File: src/rtl/cal_seq_pkg.sv
// Shared definitions for the two-axis calibration sequencer.
// Assumes axis 0 is pan (left/right) and axis 1 is tilt (up/down).
package cal_seq_pkg;

    localparam int NUM_AXES  = 2;
    localparam int AXIS_PAN  = 0;
    localparam int AXIS_TILT = 1;
    localparam int STATE_W   = 3;

    typedef enum logic [STATE_W-1:0] {
        ST_MANUAL    = 3'd0,
        ST_PAN_SWEEP = 3'd1,
        ST_PAN_BACK  = 3'd2,
        ST_TILT_SWEEP = 3'd3,
        ST_TILT_BACK = 3'd4
    } cal_state_e;

endpackage

File: src/rtl/cal_seq_jog.sv
// Manual jog arbiter for one axis.
// Passes a press through to its servo direction; a conflicting pair of
// presses enables neither direction. Assumes synchronous, clean inputs.
module cal_seq_jog (
    input  logic press_fwd,
    input  logic press_rev,
    output logic jog_fwd,
    output logic jog_rev
);

    // Mutually exclusive direction request.
    always_comb begin
        jog_fwd = press_fwd & ~press_rev;
        jog_rev = press_rev & ~press_fwd;
    end

endmodule

File: src/rtl/cal_seq_phase.sv
// Phase register and next-phase logic of the calibration sequencer.
// Each phase ends when its external run level is seen low; start only
// matters in manual. Reset is synchronous and active low.
module cal_seq_phase
    import cal_seq_pkg::*;
(
    input  logic                clk,
    input  logic                rst_n,
    input  logic                start,
    input  logic [NUM_AXES-1:0] sweep_run,
    input  logic                back_run,
    output cal_state_e          state
);

    cal_state_e state_nxt;

    // Next phase selection from the current phase and the run levels.
    always_comb begin
        state_nxt = state;
        unique case (state)
            ST_MANUAL:     if (start)                   state_nxt = ST_PAN_SWEEP;
            ST_PAN_SWEEP:  if (!sweep_run[AXIS_PAN])    state_nxt = ST_PAN_BACK;
            ST_PAN_BACK:   if (!back_run)               state_nxt = ST_TILT_SWEEP;
            ST_TILT_SWEEP: if (!sweep_run[AXIS_TILT])   state_nxt = ST_TILT_BACK;
            ST_TILT_BACK:  if (!back_run)               state_nxt = ST_MANUAL;
            default:                                    state_nxt = ST_MANUAL;
        endcase
    end

    // Phase register with synchronous reset to manual.
    always_ff @(posedge clk) begin
        if (!rst_n) state <= ST_MANUAL;
        else        state <= state_nxt;
    end

endmodule

File: src/rtl/cal_seq_drive.sv
// Output decoder of the calibration sequencer.
// Sweeps move an axis in its forward direction; returns move it in reverse.
// All enables default low; the return counter is held cleared only in
// manual while start is not pressed.
module cal_seq_drive
    import cal_seq_pkg::*;
(
    input  cal_state_e          state,
    input  logic                start,
    input  logic [NUM_AXES-1:0] jog_fwd,
    input  logic [NUM_AXES-1:0] jog_rev,
    input  logic [NUM_AXES-1:0] sweep_run,
    input  logic                back_run,
    output logic [NUM_AXES-1:0] servo_fwd,
    output logic [NUM_AXES-1:0] servo_rev,
    output logic [NUM_AXES-1:0] sweep_en,
    output logic                back_en,
    output logic                back_hold
);

    // Per-phase output decode with default-low enables.
    always_comb begin
        servo_fwd = '0;
        servo_rev = '0;
        sweep_en  = '0;
        back_en   = 1'b0;
        back_hold = 1'b0;
        unique case (state)
            ST_MANUAL: begin
                if (start) begin
                    sweep_en[AXIS_PAN] = 1'b1;
                end else begin
                    servo_fwd = jog_fwd;
                    servo_rev = jog_rev;
                    back_hold = 1'b1;
                end
            end
            ST_PAN_SWEEP: begin
                if (sweep_run[AXIS_PAN]) begin
                    servo_fwd[AXIS_PAN] = 1'b1;
                    sweep_en[AXIS_PAN]  = 1'b1;
                end else begin
                    back_en = 1'b1;
                end
            end
            ST_PAN_BACK: begin
                back_en = 1'b1;
                if (back_run) servo_rev[AXIS_PAN] = 1'b1;
                else          sweep_en[AXIS_TILT] = 1'b1;
            end
            ST_TILT_SWEEP: begin
                if (sweep_run[AXIS_TILT]) begin
                    servo_fwd[AXIS_TILT] = 1'b1;
                    sweep_en[AXIS_TILT]  = 1'b1;
                end else begin
                    back_en = 1'b1;
                end
            end
            ST_TILT_BACK: begin
                back_en = 1'b1;
                if (back_run) servo_rev[AXIS_TILT] = 1'b1;
            end
            default: begin
                back_hold = 1'b1;
            end
        endcase
    end

endmodule

File: src/rtl/cal_sequencer.sv
// Top of the two-axis calibration sequencer.
// Combines manual jog (one arbiter per axis) with a four-phase
// sweep/return calibration handed off by external counter run levels.
// Assumes buttons are debounced and synchronous to clk.
module cal_sequencer
    import cal_seq_pkg::*;
(
    input  logic clk,
    input  logic rst_n,
    input  logic btn_left,
    input  logic btn_right,
    input  logic btn_up,
    input  logic btn_down,
    input  logic btn_start,
    input  logic pan_run,
    input  logic tilt_run,
    input  logic ret_run,
    output logic servo_left,
    output logic servo_right,
    output logic servo_up,
    output logic servo_down,
    output logic pan_cnt_en,
    output logic tilt_cnt_en,
    output logic ret_cnt_en,
    output logic ret_hold
);

    logic [NUM_AXES-1:0] press_fwd, press_rev;
    logic [NUM_AXES-1:0] jog_fwd, jog_rev;
    logic [NUM_AXES-1:0] run_lvl;
    logic [NUM_AXES-1:0] servo_fwd, servo_rev, sweep_en;
    cal_state_e          state;

    // Gather per-axis inputs into vectors.
    always_comb begin
        press_fwd[AXIS_PAN]  = btn_left;
        press_rev[AXIS_PAN]  = btn_right;
        press_fwd[AXIS_TILT] = btn_up;
        press_rev[AXIS_TILT] = btn_down;
        run_lvl[AXIS_PAN]    = pan_run;
        run_lvl[AXIS_TILT]   = tilt_run;
    end

    for (genvar a = 0; a < NUM_AXES; a++) begin : g_axis
        cal_seq_jog u_jog (
            .press_fwd (press_fwd[a]),
            .press_rev (press_rev[a]),
            .jog_fwd   (jog_fwd[a]),
            .jog_rev   (jog_rev[a])
        );
    end

    cal_seq_phase u_phase (
        .clk       (clk),
        .rst_n     (rst_n),
        .start     (btn_start),
        .sweep_run (run_lvl),
        .back_run  (ret_run),
        .state     (state)
    );

    cal_seq_drive u_drive (
        .state     (state),
        .start     (btn_start),
        .jog_fwd   (jog_fwd),
        .jog_rev   (jog_rev),
        .sweep_run (run_lvl),
        .back_run  (ret_run),
        .servo_fwd (servo_fwd),
        .servo_rev (servo_rev),
        .sweep_en  (sweep_en),
        .back_en   (ret_cnt_en),
        .back_hold (ret_hold)
    );

    // Spread per-axis outputs onto the named ports.
    always_comb begin
        servo_left  = servo_fwd[AXIS_PAN];
        servo_right = servo_rev[AXIS_PAN];
        servo_up    = servo_fwd[AXIS_TILT];
        servo_down  = servo_rev[AXIS_TILT];
        pan_cnt_en  = sweep_en[AXIS_PAN];
        tilt_cnt_en = sweep_en[AXIS_TILT];
    end

endmodule

File: config.mk
export PLATFORM = sky130hd
export DESIGN_NAME = cal_sequencer
export DESIGN_NICKNAME = d
export VERILOG_FILES = /design/src/rtl/cal_seq_pkg.sv /design/src/rtl/cal_seq_jog.sv /design/src/rtl/cal_seq_phase.sv /design/src/rtl/cal_seq_drive.sv /design/src/rtl/cal_sequencer.sv
export SDC_FILE = /design/constraint.sdc
export NUM_CORES = 1
export LEC_CHECK = 0
export BUFFER_PORTS_ARGS = -buffer_cell sky130_fd_sc_hd__buf_2
export CORE_AREA = 3 3 40 42
export CTS_BUF_LIST = sky130_fd_sc_hd__clkbuf_8
export DETAILED_ROUTE_END_ITERATION = 6
export DIE_AREA = 0 0 43 45
export HOLD_SLACK_MARGIN = 0.08
export PLACE_DENSITY = 0.64
export SLEW_MARGIN = 20
export SYNTH_ARGS = -nofsm -noshare
export SYNTH_HDL_FRONTEND = slang
export SYNTH_HIERARCHICAL = 1
export SYNTH_SLANG_ARGS = --single-unit
File: constraint.sdc
create_clock -name clk -period 1.75 [get_ports clk]
set_input_delay 0.35 -clock clk [delete_from_list [all_inputs] [get_ports clk]]
set_output_delay 0.35 -clock clk [all_outputs]
set_load 0.05 [all_outputs]
==> impl_metrics.csv <==
group,metric,value,unit
sta,final.setup.tns,-0.0348,ns
worst_setup_path,crit_arrival,1.42,ns
synthesis,synth_warnings,6,
floorplanning,fp.dieW,43,µm
clock_tree,cts_hold_buffers,0,
synthesis,async_reset_ff_share,0,%
synthesis,synth_top_area_share,15.0,%
synthesis,netlist_top_cells_area,"dfxtp_1 15%, and2b_2 6.6%, a211oi_2 6.3%",
synthesis,ys_seq_area_share,15.0,%
cells_and_area,multi_input_area,359,µm²
sta,slew_headroom,80.5,%
cells_and_area,insertedDiodeCount,0,
floorplanning,coreArea,0.00128,mm²
clock_tree,cts_tree,"yes",
grt,grtUsageTotal,13.5,%
drt,drc,0,
floorplanning,initial_core_util,31.1,%
synthesis,syn_area,399,µm²
synthesis,yosys_register_bits,3,
cells_and_area,reg.largest.list,"u_phase/state: 3 flops",
sta,fin_crit,1.77,ns
placed_design,routabilityCongestion,0.749,
floorplanning,ioPinCount,18,
synthesis,synth.most_common_cell,"nand2_1",
sta,drv_slew,0,
status,violations,"negative setup slack",
worst_setup_path,rr_worst_depth,5,
grt,grt_pass1_vias,472,
worst_setup_path,cp-start-kind,"flip-flop",
drt,first_pass_iters,4,
cells_and_area,nets,90,
synthesis,ys_types,28,
run,max_cap_violations,0,
drt,wl_per_cell,12.3,µm
synthesis,yosys-top-cells-count,"5 x nand2_1, 4 x nand2b_1, 3 x and2b_2, 3 x dfxtp_1",
sta,fin_crit_sh,101,%
grt,grt_pass1_wl,1.95,mm
cells_and_area,final_layout_size_suffix_gt1_share,67.1,%
sta,rsz0062_at_grt,"true",
min_path,min_to,"u_phase/state[2]",
min_path,hp-class,"input port to flip-flop",
status,status,"finished, violations left",
worst_setup_path,r2r_end,"u_phase/state[2]",
grt,grt_overflow,0,
synthesis,syn_inst,48,
sta,worstMarginPinSlew,0.288,ns
worst_setup_path,critical_path_class,"flip-flop to output pin",
cells_and_area,area_delta_synth_final,85.3,%
worst_setup_path,worstPathRequired,1.40,ns
floorplanning,die_h,45,µm
drt,viasPerCell,5.05,
sta,setup_ws,-0.0234,ns
floorplanning,dieArea,0.00194,mm²
sta,hold_viol_final,0,
worst_setup_path,reg2reg_from,"u_phase/state[0]",
min_path,whs_path_depth,2,
worst_setup_path,crit_fanout,8,
cells_and_area,largest_reg_flops,3,
worst_setup_path,end_kind,"output pin",
power_and_ir_drop,cellPowerDensity,697,mW/mm²
cells_and_area,regArea,71.3,µm²
cells_and_area,fill_cells,119,
clock_tree,cts_max_level,1,
placed_design,port_buffers,17,
clock_tree,clock_latency,0.21,ns
power_and_ir_drop,vdd.ir_drop.worst,0.394,mV
clock_tree,numCtsBuffers,3,
synthesis,postSynthNetCount,58,
power_and_ir_drop,power_leakage,0.314,nW
floorplanning,row_count,13,
drt,drt-initial-drc-count,5,
synthesis,synth-edff-count,0,
drt,vias,475,
sta,setup-violations-final,3,
synthesis,postSynthAreaPerCell,8.32,µm²
cells_and_area,regMostFlops,"u_phase/state",
drt,ant_nets,0,
grt,antenna_found_initial,0,
sta,skew,0.000899,ns
clock_tree,cts.clk_slew.worst_paths,0.03,ns
synthesis,synth_area_leader_cell,"dfxtp_1",
clock_tree,cts_root_buffer,"clkbuf_8",
grt,grt_max_degree,10,
drt,finalWirelength,1.16,mm
sta,whs,0.366,ns
sta,fmax,564,MHz
clock_tree,cts.sinks,3,
placed_design,dp_hpwl,839,µm
synthesis,ys.flop_type,"dfxtp_1",
clock_tree,clk_path_buf_depth,2,
min_path,hp-start,"rst_n",
worst_setup_path,rrSetupSlack,0.55,ns
worst max path at each step:
stage	start	end	slack (ns)
CTS	u_phase/state[0]	servo_up	-0.03
finish	u_phase/state[1]	servo_up	-0.02
floorplan	btn_left	servo_left	-0.24
detailed placement	btn_right	servo_left	-0.09
global route	u_phase/state[1]	servo_up	-0.05
global placement	btn_up	servo_down	-0.09
timing repair:
action | CTS | global route
setup endpoints to repair | 8 | 7
cloned | 0 | 0
pin swaps | 2 | 3
resized for setup | 24 | 4
endpoints found under the hold margin | 0 | 0
setup buffers | 2 | 1
cells in the final DEF, fill, tap and decap left out, types with 2 or more instances in the layout:
master,synthesis,final
buf_2,0,7
nor3b_1,2,2
nand3b_1,2,2
a211oi_2,2,2
nand2b_1,4,4
or3b_4,0,3
buf_6,2,9
inv_1,1,2
and2b_2,3,3
buf_4,1,13
clkbuf_8,0,3
or4b_4,0,2
nand2_1,5,5
a211oi_4,0,2
dfxtp_4,0,3
nor2b_1,2,2
a21oi_2,0,2
cell type report:
cell class / instances / share of cell area [%]
multi-input combinational: 41 / 48.6
timing repair buffer: 30 / 32.7
sequential: 3 / 9.64
clock buffer: 3 / 5.58
tap: 15 / 2.54
clock inverter: 1 / 0.508
inverter: 1 / 0.508
cell families after synthesis:
logic type,Yosys count,share of synthesized area (%)
compound gates,11,23.8
xor+xnor,1,2.19
buf+inv,4,8.46
mux,1,2.51
simple gates,28,48.0
flops,3,15.0
metal layers:
metal | share of wire (%) | track usage (%) | wire (µm)
met1 | 44 | 16.5 | 504
met3 | 3.6 | 1.59 | 42
met2 | 52 | 22.2 | 602
met5 | 0 | 0 | 0
met4 | 0.69 | 9.04 | 8
where the power goes:
group	internal, W	total, W	switching [W]
logic	0.000109	0.000238	0.000129
clock network	0.000149	0.000195	0.0000455
registers	0.0000726	0.0000828	0.0000102
total	0.000331	0.000515	0.000184
through the flow:
step                instance area, µm²  setup slack [ns]  util (%)  cells  power, W
detailed placement                 592           -0.0935      46.1     87  0.000283
global placement                   592           -0.0890      46.1     87  0.000279
finish                             739           -0.0234      57.5     94  0.000515
floorplan                          443            -0.240         -     48  0.000227
global route                       739           -0.0538      57.5     94  0.000541
CTS                                721           -0.0301      56.1     93  0.000514
worst max-delay path, cell delays in order, from the launching register on:
cell,delay [ns]
dfxtp_4,0.36
or4b_4,0.51
a21oi_2,0.16
buf_6,0.17
(Power assumes the default switching activity.)
